===== src/rtl/dbg_stat_pkg.sv =====
package dbg_stat_pkg;
  typedef enum logic [1:0] {
    ST_IDLE = 2'd0,
    ST_WAIT = 2'd1,
    ST_DONE = 2'd2
  } acc_state_e;

  localparam int unsigned NUM_W1C = 3;
  localparam int unsigned IDX_IL  = 0;
  localparam int unsigned IDX_RI  = 1;
  localparam int unsigned IDX_NR  = 2;

  localparam logic [7:0] FILLER_BYTE = 8'hEE;
endpackage


===== src/rtl/dbg_slot_timer.sv =====
module dbg_slot_timer #(
  parameter int unsigned TIMEOUT = 512
) (
  input  logic clk_i,
  input  logic rst_ni,
  input  logic load_i,
  input  logic run_i,
  output logic expire_o
);
  localparam int unsigned CW = (TIMEOUT > 2) ? $clog2(TIMEOUT) : 1;
  localparam logic [CW-1:0] LAST = CW'(TIMEOUT - 1);

  logic [CW-1:0] cnt_q;

  always_ff @(posedge clk_i or negedge rst_ni) begin
    if (!rst_ni) begin
      cnt_q <= '0;
    end else if (load_i) begin
      cnt_q <= '0;
    end else if (run_i && cnt_q != LAST) begin
      cnt_q <= cnt_q + 1'b1;
    end
  end

  assign expire_o = (cnt_q == LAST);
endmodule


===== src/rtl/dbg_w1c_flags.sv =====
module dbg_w1c_flags #(
  parameter int unsigned N = 3
) (
  input  logic         clk_i,
  input  logic         rst_ni,
  input  logic [N-1:0] set_i,
  input  logic         clr_i,
  input  logic [N-1:0] clr_data_i,
  output logic [N-1:0] flag_o
);
  for (genvar g = 0; g < N; g++) begin : g_flag
    logic q;
    always_ff @(posedge clk_i or negedge rst_ni) begin
      if (!rst_ni) begin
        q <= 1'b0;
      end else if (set_i[g]) begin
        q <= 1'b1;  // set beats clear
      end else if (clr_i && clr_data_i[g]) begin
        q <= 1'b0;
      end
    end
    assign flag_o[g] = q;
  end
endmodule


===== src/rtl/dbg_cmd_ctrl.sv =====
module dbg_cmd_ctrl
  import dbg_stat_pkg::*;
(
  input  logic clk_i,
  input  logic rst_ni,
  input  logic cmd_start_i,
  input  logic cmd_rd_i,
  input  logic cmd_done_i,
  input  logic sync_i,
  input  logic free_slot_i,
  input  logic stop_mode_i,
  input  logic clk_in_stop_i,
  input  logic illegal_i,
  input  logic expire_i,
  output logic start_ok_o,
  output logic wait_run_o,
  output logic bus_req_o,
  output logic fire_o,
  output logic abort_o,
  output logic stop_block_o,
  output logic ovrun_o,
  output logic rd_q_o,
  output logic acc_ill_o
);
  acc_state_e st_q, st_d;
  logic ovrun_q, rd_q, acc_ill_q;
  logic busy, new_ovrun, blocked;

  assign busy       = (st_q != ST_IDLE);
  assign new_ovrun  = cmd_start_i && busy;
  assign start_ok_o = cmd_start_i && !busy && !ovrun_q && !sync_i;
  assign stop_block_o = stop_mode_i && !clk_in_stop_i;
  assign blocked    = illegal_i || stop_block_o;

  assign bus_req_o  = (st_q == ST_WAIT);
  assign fire_o     = bus_req_o && free_slot_i && !cmd_start_i && !sync_i;
  assign wait_run_o = bus_req_o && !free_slot_i && !cmd_start_i && !sync_i;
  assign abort_o    = wait_run_o && expire_i;

  always_comb begin
    st_d = st_q;
    if (sync_i || new_ovrun) begin
      st_d = ST_IDLE;
    end else if (start_ok_o) begin
      st_d = blocked ? ST_DONE : ST_WAIT;
    end else begin
      unique case (st_q)
        ST_WAIT: if (fire_o || abort_o) st_d = ST_DONE;
        ST_DONE: if (cmd_done_i)        st_d = ST_IDLE;
        default: st_d = st_q;
      endcase
    end
  end

  always_ff @(posedge clk_i or negedge rst_ni) begin
    if (!rst_ni) begin
      st_q      <= ST_IDLE;
      ovrun_q   <= 1'b0;
      rd_q      <= 1'b0;
      acc_ill_q <= 1'b0;
    end else begin
      st_q    <= st_d;
      ovrun_q <= new_ovrun || (ovrun_q && !sync_i);
      if (start_ok_o) begin
        rd_q      <= cmd_rd_i;
        acc_ill_q <= illegal_i;
      end
    end
  end

  assign ovrun_o   = ovrun_q;
  assign rd_q_o    = rd_q;
  assign acc_ill_o = acc_ill_q;
endmodule


===== src/rtl/dbg_rdata_sel.sv =====
module dbg_rdata_sel
  import dbg_stat_pkg::*;
#(
  parameter int unsigned DATA_W = 16
) (
  input  logic              clk_i,
  input  logic              rst_ni,
  input  logic              capture_i,
  input  logic [DATA_W-1:0] rd_data_i,
  input  logic              fill_i,
  output logic [DATA_W-1:0] rd_data_o
);
  localparam int unsigned NBYTES = DATA_W / 8;

  logic [DATA_W-1:0] data_q;
  logic [DATA_W-1:0] fill_word;

  for (genvar b = 0; b < NBYTES; b++) begin : g_fill
    assign fill_word[b*8 +: 8] = FILLER_BYTE;
  end

  always_ff @(posedge clk_i or negedge rst_ni) begin
    if (!rst_ni) begin
      data_q <= '0;
    end else if (capture_i) begin
      data_q <= rd_data_i;
    end
  end

  assign rd_data_o = fill_i ? fill_word : data_q;
endmodule


===== src/rtl/dbg_access_monitor.sv =====
module dbg_access_monitor
  import dbg_stat_pkg::*;
#(
  parameter int unsigned TIMEOUT = 512,
  parameter int unsigned DATA_W  = 16
) (
  input  logic              clk_i,
  input  logic              rst_ni,
  input  logic              cmd_start_i,
  input  logic              cmd_rd_i,
  input  logic              cmd_done_i,
  input  logic              sync_i,
  input  logic              free_slot_i,
  input  logic              stop_mode_i,
  input  logic              clk_in_stop_i,
  input  logic              ecc_err_i,
  input  logic              unimpl_i,
  input  logic              flash_wr_i,
  input  logic              bad_reg_i,
  input  logic [DATA_W-1:0] rd_data_i,
  input  logic              clr_i,
  input  logic [2:0]        clr_data_i,
  output logic              bus_req_o,
  output logic              acc_fire_o,
  output logic              abort_o,
  output logic              suppress_o,
  output logic              ovrun_o,
  output logic              noresp_o,
  output logic              rdinv_o,
  output logic              illacc_o,
  output logic [DATA_W-1:0] rd_data_o
);
  logic illegal, start_ok, wait_run, expire, stop_block;
  logic rd_q, acc_ill, fire, abort;
  logic [NUM_W1C-1:0] set_vec, flags;

  assign illegal = unimpl_i || flash_wr_i || bad_reg_i;

  dbg_cmd_ctrl i_ctrl (
    .clk_i        (clk_i),
    .rst_ni       (rst_ni),
    .cmd_start_i  (cmd_start_i),
    .cmd_rd_i     (cmd_rd_i),
    .cmd_done_i   (cmd_done_i),
    .sync_i       (sync_i),
    .free_slot_i  (free_slot_i),
    .stop_mode_i  (stop_mode_i),
    .clk_in_stop_i(clk_in_stop_i),
    .illegal_i    (illegal),
    .expire_i     (expire),
    .start_ok_o   (start_ok),
    .wait_run_o   (wait_run),
    .bus_req_o    (bus_req_o),
    .fire_o       (fire),
    .abort_o      (abort),
    .stop_block_o (stop_block),
    .ovrun_o      (ovrun_o),
    .rd_q_o       (rd_q),
    .acc_ill_o    (acc_ill)
  );

  dbg_slot_timer #(.TIMEOUT(TIMEOUT)) i_timer (
    .clk_i   (clk_i),
    .rst_ni  (rst_ni),
    .load_i  (start_ok),
    .run_i   (wait_run),
    .expire_o(expire)
  );

  assign set_vec[IDX_NR] = abort || (start_ok && !illegal && stop_block);
  assign set_vec[IDX_RI] = fire && rd_q && ecc_err_i;
  assign set_vec[IDX_IL] = start_ok && illegal;

  dbg_w1c_flags #(.N(NUM_W1C)) i_flags (
    .clk_i     (clk_i),
    .rst_ni    (rst_ni),
    .set_i     (set_vec),
    .clr_i     (clr_i),
    .clr_data_i(clr_data_i),
    .flag_o    (flags)
  );

  dbg_rdata_sel #(.DATA_W(DATA_W)) i_rdata (
    .clk_i    (clk_i),
    .rst_ni   (rst_ni),
    .capture_i(fire && rd_q),
    .rd_data_i(rd_data_i),
    .fill_i   (flags[IDX_NR] || acc_ill),
    .rd_data_o(rd_data_o)
  );

  assign acc_fire_o = fire;
  assign abort_o    = abort;
  assign suppress_o = ovrun_o;
  assign noresp_o   = flags[IDX_NR];
  assign rdinv_o    = flags[IDX_RI];
  assign illacc_o   = flags[IDX_IL];
endmodule


===== config.mk =====
export PLATFORM = sky130hd
export DESIGN_NAME = dbg_access_monitor
export DESIGN_NICKNAME = d
export VERILOG_FILES = /design/src/rtl/dbg_stat_pkg.sv /design/src/rtl/dbg_slot_timer.sv /design/src/rtl/dbg_w1c_flags.sv /design/src/rtl/dbg_cmd_ctrl.sv /design/src/rtl/dbg_rdata_sel.sv /design/src/rtl/dbg_access_monitor.sv
export SDC_FILE = /design/constraint.sdc
export NUM_CORES = 1
export LEC_CHECK = 0
export ABC_AREA = 1
export BUFFER_PORTS_ARGS = -buffer_cell sky130_fd_sc_hd__buf_4
export CELL_PAD_IN_SITES_DETAIL_PLACEMENT = 1
export CELL_PAD_IN_SITES_GLOBAL_PLACEMENT = 1
export CORE_MARGIN = 4
export CORE_UTILIZATION = 31
export CTS_BUF_LIST = sky130_fd_sc_hd__clkbuf_16
export DETAILED_ROUTE_END_ITERATION = 12
export MAX_ROUTING_LAYER = met4
export PLACE_DENSITY = 0.71
export SYNTH_ARGS = -nofsm -noshare
export SYNTH_HDL_FRONTEND = slang
export SYNTH_SLANG_ARGS = --single-unit

===== constraint.sdc =====
create_clock -name clk_i -period 1.8 [get_ports clk_i]
set_clock_uncertainty 0.1 [all_clocks]
set_input_delay 0 -clock clk_i [delete_from_list [all_inputs] [get_ports clk_i]]
set_output_delay 0 -clock clk_i [all_outputs]
set_load 0.02 [all_outputs]

==> impl_results.md, run 1 <==
- Result of the run: finished, final reports clean
- Critical path data required time: about 1.7 ns
- Slowest CP cell: dfrtp_1
- Part of the cycle the worst path needs: 0.9678
- Clk_lat worst skew: between 0.2 and 0.3 ns
- HP Class: primary input to flop
- Setup repair after global routing missed its margin: true
- Total nets after synthesis: 262
- Initial antenna violation count: 0
- Y dimension of the die: 83.23 µm
- Number of antenna diodes: 0
- Fraction of final layout cells sized beyond drive strength 1: 0.3046
- DR WL/cell: between 10 and 15 µm
- Maximum number of pins on one net before global-route repair: 34
- Tightest slew margin relative to the limit: 0.7117
- Std-Cell Rows: 27
- Stage delay of the slowest cell on the critical path: ~0.41 ns
- Leading area contributor after synthesis: dfrtp_1
- Placed cell count: between 300 and 400
- Worst voltage drop across the vdd grid: roughly 0.43 mV
- Seq/Total Area, Yosys: 0.4708
- Synthesized instance count: 227
- Upper clock frequency limit: 0.5741 GHz
- Static leakage: 1.521 nW
- Buffer levels on the longest clock path: 2
- Slew Limit Fails: 0
- Root buffer cell: clkbuf_16
- Total die area: approximately 0.0069 mm²
- Iteration-0 DRC Markers: 26
- Main area contributors after synthesis: dfrtp_1 (47%), nand2_1 (13%), inv_1 (7.5%)
- Count of port buffers added during placement: 56
- Initial Utilization: 0.3186
- MaxCap Viol Count: 0
- Mean instance size in the synthesized netlist: slightly below 8 µm²
- Fraction of registers with async set or reset after synthesis: 1.000
- Fraction of synthesized cell area taken by the top area cell type: 0.4708
- Detail Route Antenna Nets: 0
- Worst reg2reg setup slack: 0.13 ns
- Critical path, cell by cell: nand2_1 -> inv_2 -> nand3_2 -> nor3_2 -> ha_2 -> nand4_1 -> inv_1 -> buf_6
- Netlist area before placement: 0.001754 mm²
- Crit Path Category: flop to output port
- Clk pin slew, worst setup/hold paths: roughly 0.050 ns
- Worst-path fanout max: 4
- Final Instance Count excl. Fillers: 397
- I/O pin count: 57
- Wire length after detailed routing: about 5100 µm
- Wire length of the first global-routing pass: around 8800 µm
- Yosys Warn Count: 0
- Most frequently used flop master after synthesis: dfrtp_1
- Final Hold Viols: 0
- Final-layout fill cell count: around 690
- Number of H-tree branching levels: 2
- Element type at the critical path end: output port
- Number of vias after detailed routing: roughly 1800
- CTS buffer count: 5
- Overall global routing resource usage: 0.1604
- Post-layout minimum cycle time: 1.742 ns
- Post-detailed-route DRC marker count: 0
- Number of distinct library cells after synthesis: 26
- Leftover overflow at the end of global routing: 0
- Power per cell area: 1002 mW/mm²
- Worst Max-Slew Pin Slew: 0.4324 ns
- Via/cell ratio: around 4.4
- Synth Register Bits: 33
- Sinks on Clock Net: 33
- Number of enable-type register cells in the synthesized netlist: 0
- Final nets: ~360
- Half-perimeter wire length of the detailed placement result: approximately 3300 µm
- Finished Core Util: 0.5003
- Arrival time worst endpoint: ~1.6 ns
- Launching element type of the critical path: flop
- Number of iterations in the first detailed-routing pass: 4
- Area added between synthesis and finish: 57.06%
- Final GP Congestion: between 0.7 and 0.8
- Final setup violation count: 0
- TritonCTS clock tree: yes
- Number of global-route vias before repair: roughly 1800
- Die W: roughly 83 µm
- Core ar.: between 0.005 and 0.006 mm²
[cell type report]
class                      count  area (µm²)  area share
clock buffer                   5       125.1     0.04541
inverter                      39       148.9     0.05404
multi-input combinational    149       747.0      0.2711
sequential                    33       825.8      0.2997
timing repair buffer          96       804.5      0.2920
tap                           72       90.09     0.03270
clock inverter                 3       13.76    0.004995
[cell usage in the layout (no fill, tap or decap), types with 7 or more instances in the layout]
| cell type | instances |
|---|---|
| nand3_1 | 13 |
| dfrtp_1 | 33 |
| dlygate4sd3_1 | 32 |
| a21oi_1 | 7 |
| o21ai_1 | 11 |
| nand2_1 | 59 |
| inv_1 | 34 |
| nor2_1 | 22 |
| buf_4 | 63 |
| or2_2 | 10 |
[cell usage after synthesis (2+ instances only)]
library cell  count
nor2_1           22
dfrtp_1          33
buf_6             3
ha_1              2
o21ai_0           4
xnor2_1           2
inv_1            35
nand4_1           5
o21ai_1          11
a21oi_1           7
nand3_1          14
or2_2            10
nand2_2           2
inv_2             4
xor2_1            2
nand2_1          60
buf_4             2
[metal layers]
layer / GRT usage / up-vias / routed length (µm)
met5: - / - / 0
met4: 0.03120 / 0 / 27
met3: 0.04663 / 2 / 277
met2: 0.2675 / 44 / 2597
met1: 0.1941 / 823 / 2231
li1: - / 887 / -
[power breakdown]
group | total (mW) | switching, mW | internal, mW | leakage, nW
Clock | 0.807 | 0.306 | 0.501 | 0.0748
Combinational | 1.08 | 0.601 | 0.481 | 1.02
Sequential | 0.870 | 0.0565 | 0.813 | 0.422
[worst paths after layout]
kind,startpoint,to,cells past startpoint
min in group asynchronous,rst_ni,i_rdata.data_q[4],2
min,cmd_start_i,i_ctrl.st_q[1],6
max in group asynchronous,rst_ni,i_timer.cnt_q[7],2
min reg2reg,i_rdata.data_q[3],i_rdata.data_q[3],2
max reg2reg,i_timer.cnt_q[3],i_ctrl.st_q[1],10
max,i_timer.cnt_q[3],abort_o,8
[critical path: cells and delay by family (launching register included)]
kind | cells | cell delay (ns)
adder cells (fa/ha/maj) | 1 | 0.19
buffers and inverters | 3 | 0.29
flip-flops | 1 | 0.41
AND/OR/NAND/NOR | 4 | 0.47
[stage by stage]
| step | hold WS [ns] | setup TNS, ns | area (µm²) | total power [mW] | worst slack (ns) |
|---|---|---|---|---|---|
| floorplan | -0.3956 | 0 | 1754 | 1.468 | 0.2098 |
| global placement | -0.1163 | 0 | 2220 | 1.873 | 0.1009 |
| detailed placement | -0.1207 | 0 | 2220 | 1.883 | 0.08088 |
| CTS | 0.02020 | 0 | 2679 | 2.776 | 0.0009014 |
| global route | 0.1303 | -0.1365 | 2755 | 2.925 | -0.08335 |
| finish | 0.09808 | 0 | 2755 | 2.760 | 0.05801 |
[sequential cells by signal, indices dropped and copies added (netlist names)]
register,flops
i_timer.cnt_q,9
i_ctrl.rd_q_o,1
i_ctrl.acc_ill_o,1
i_flags.g_flag.q,3
i_ctrl.st_q,2
i_rdata.data_q,16
i_ctrl.ovrun_o,1
[cell families after synthesis]
logic type | synth area share
and+or+nand+nor | 0.3188
buffers and inverters | 0.1134
DFF | 0.4708
AOI/OAI and AO/OA | 0.06276
xor gates and xnor gates | 0.01998
adders and majority gates | 0.01426
[timing repair]
action,in CTS,in global routing
gates resized for setup,0,9
endpoints found under the setup margin,0,10
buffers inserted,0,7
hold endpoints to repair,55,0
hold buffers,32,0
(Power assumes the default switching activity.)
==> run 2: changes to the inputs <==
--- a/config.mk
+++ b/config.mk
@@ -9,7 +9,6 @@
 export BUFFER_PORTS_ARGS = -buffer_cell sky130_fd_sc_hd__buf_4
 export CELL_PAD_IN_SITES_DETAIL_PLACEMENT = 1
 export CELL_PAD_IN_SITES_GLOBAL_PLACEMENT = 1
-export CORE_MARGIN = 4
 export CORE_UTILIZATION = 31
 export CTS_BUF_LIST = sky130_fd_sc_hd__clkbuf_16
 export DETAILED_ROUTE_END_ITERATION = 12
==> run 2 against run 1 <==
The flow now finishes with violations (hold timing). Flip-flop and latch count unchanged. Non-clock buffer count down 1. Worst setup slack got worse by 0.026 ns. Global-route usage rose by 3.6 points. Critical path type unchanged.
==> impl_results.md, run 2 (synthesis results as in run 1) <==
- Failing checks: hold timing
- Leftover overflow at the end of global routing: 0 (unchanged)
- Via/cell ratio: 4.492 (+1.6%)
- Tightest slew margin relative to the limit: 0.7009 (-0.01082)
- Register share of total power: 0.314 (about the same)
- Number of vias after detailed routing: 1779 (+1.3%)
- Final GP Congestion: 0.7914 (+1.6%)
- MaxCap Viol Count: 0 (unchanged)
- Core ar.: 0.005473 mm² (-0.61%)
- Sinks on Clock Net: 33 (unchanged)
- Static leakage: 1.516 nW (-0.35%)
- Part of the total power dissipated in combinational logic: 0.391 (about the same)
- Cell Area, Placed: 0.002220 mm² (unchanged)
- Number of H-tree branching levels: 2 (unchanged)
- Number of antenna diodes: 0 (unchanged)
- Total die area: 0.005964 mm² (-14%)
- Stage delay of the slowest cell on the critical path: 0.36 ns (-0.05 ns)
- Initial antenna violation count: 0 (unchanged)
- TritonCTS clock tree: yes
- Initial Utilization: 0.3205 (+0.001966)
- Overall global routing resource usage: 0.1961 (+0.03565)
- Critical path data required time: 1.70 ns (about the same)
- HP Class: primary input to flop
- Switching portion of total power: 0.3509 (+0.001673)
- Most frequent cell on the critical path: ha_2
- Slew Limit Fails: 0 (unchanged)
- Clock network power share: 0.295 (+0.002)
- Power per cell area: 1006 mW/mm² (+0.48%)
- Slack of the critical path: 0.03182 ns (-0.02620 ns)
- Max reg flops: 16 (unchanged)
- Buffer levels on the longest clock path: 2 (unchanged)
- Die W: 77.23 µm (-7.2%)
- Reg with most FFs: i_rdata.data_q
- Wire length of the first global-routing pass: 8866 µm (+0.24%)
- Crit Path Category: flop to output port
- Half-perimeter wire length of the detailed placement result: 3125 µm (-4.1%)
- Commonest cells after routing, fill and taps aside: buf_4 (63), nand2_1 (58), inv_1 (34), dfrtp_1 (32), dlygate4sd3_1 (31)
- I/O pin count: 57 (unchanged)
- Launching element type of the critical path: flop
- Clk_lat worst skew: 0.28 ns (about the same)
- Post-layout total power: 2.767 mW (+0.25%)
- Setup repair after global routing missed its margin: true
- Cell area after layout: 0.002749 mm² (-0.23%)
- CTS buffer count: 5 (unchanged)
- Multi-input logic area: 749.5 µm² (+0.34%)
- Part of the cycle the worst path needs: 0.9823 (+0.01455)
- Number of iterations in the first detailed-routing pass: 4 (unchanged)
- Number of global-route vias before repair: 1880 (+2.7%)
- Worst-path fanout max: 3 (-1)
- Final-layout fill cell count: 698 (+1.3%)
- Count of port buffers added during placement: 56 (unchanged)
- Leading cell type in the layout, fill and taps excluded: buf_4
- FF/Latch Area: 827.0 µm² (+0.15%)
- Root buffer cell: clkbuf_16
- Detail Route Antenna Nets: 0 (unchanged)
- Psw: 0.9708 mW (+0.73%)
- Iteration-0 DRC Markers: 82 (+220%)
- Biggest registers after layout: i_rdata.data_q x16, i_timer.cnt_q x9, i_flags.g_flag.q x3
- Worst-case hold slack: -0.04785 ns (-0.1459 ns)
- Y dimension of the die: 77.23 µm (-7.2%)
- Std-Cell Rows: 27 (unchanged)
- DR WL/cell: 13.06 µm (+0.96%)
- Element type at the critical path end: output port
- Result of the run: complete, but fails checks
- Upper clock frequency limit: 0.5656 GHz (-1.5%)
- Post-layout minimum cycle time: 1.768 ns (+0.02620 ns)
- Wire length after detailed routing: 5170 µm (+0.70%)
- Post-detailed-route DRC marker count: 0 (unchanged)
- Fraction of final layout cells sized beyond drive strength 1: 0.3117 (+0.007113)
- Internal power consumption: 1.796 mW (about the same)
- Final Hold Viols: 1 (+1)
- Slowest CP cell: dfrtp_1
- Worst Max-Slew Pin Slew: 0.4486 ns (+0.01623 ns)
- Worst slack at placement: 0.07600 ns (-0.004885 ns)
- Final setup violation count: 0 (unchanged)
- Critical path, cell by cell: ha_2 -> nand3_2 -> nor3_2 -> ha_2 -> nand4_1 -> inv_1 -> buf_6
- Maximum number of pins on one net before global-route repair: 34 (unchanged)
- Worst voltage drop across the vdd grid: 0.7235 mV (+68%)
- Final nets: 358 (-0.28%)
- Clk pin slew, worst setup/hold paths: 0.05 ns (about the same)
- Arrival time worst endpoint: 1.67 ns (+0.03 ns)
- Finished Core Util: 0.5023 (+0.001945)
- Area added between synthesis and finish: 56.70%
## run 2: cell count changes in the layout (fill, tap and decap cells not counted)
cell,previous run,this run
dfrtp_2,0,1
dlygate4sd3_1,32,31
nand2_2,3,4
dfrtp_1,33,32
nand2_1,59,58
## run 2: layout make-up
cell class / instances / area share
clock buffers: 5 / 0.04552
clock inverters: 3 / 0.005007
inverters: 39 / 0.05416
multi-input cells: 149 / 0.2726
flip-flops and latches: 33 / 0.3009
well taps: 72 / 0.03277
repair buffers: 95 / 0.2890
## run 2: per-stage QoR
| stage | TNS (ns) | cells |
|---|---|---|
| global placement | 0 | 350 |
| CTS | 0 | 393 |
| floorplan | 0 | 227 |
| global route | -0.09989 | 396 |
| detailed placement | 0 | 350 |
| finish | 0 | 396 |
## run 2: metal layers
layer / share of wire / up-vias / track usage
li1: - / 895 / -
met1: 0.46 / 835 / 0.2449
met2: 0.48 / 41 / 0.3168
met3: 0.039 / 8 / 0.04048
met4: 0.013 / 0 / 0.06226
met5: 0 / - / -
## run 2: power groups by stage
stage	registers, mW	logic, mW	clock network (mW)
after floorplan	0.886	0.582	0
after global placement	0.876	0.993	0
after detailed placement	0.876	1.01	0
after CTS	0.866	1.07	0.842
after global routing	0.879	1.17	0.870
final	0.867	1.08	0.818
## run 2: final timing paths
path / start / depth (start not counted) / to / slack [ns]
min in group asynchronous: rst_ni / 2 / i_flags.g_flag[1].q / 0.12
worst max-delay path: i_timer.cnt_q[0] / 7 / abort_o / 0.03
worst max register to register: i_timer.cnt_q[0] / 9 / i_ctrl.st_q[1] / 0.13
max in group asynchronous: rst_ni / 2 / i_timer.cnt_q[3] / 1.13
worst min-delay path: flash_wr_i / 4 / i_flags.g_flag[2].q / -0.05
worst min register to register: i_rdata.data_q[9] / 2 / i_rdata.data_q[9] / 0.38
## run 2: timing repair
action / 4_1_cts / 5_1_grt
setup buffers: 3 / 4
resized for setup: 1 / 10
endpoints found under the setup margin: 1 / 23
hold endpoints to repair: 55 / 0
hold buffers: 32 / 0
pin swaps: 1 / 3
## run 2: critical path: cells and delay by family (launching register included)
| kind | cells | cell delay [ns] |
|---|---|---|
| flip-flops | 1 | 0.36 |
| buffers and inverters | 2 | 0.24 |
| adder cells (fa/ha/maj) | 2 | 0.40 |
| AND/OR/NAND/NOR | 3 | 0.38 |
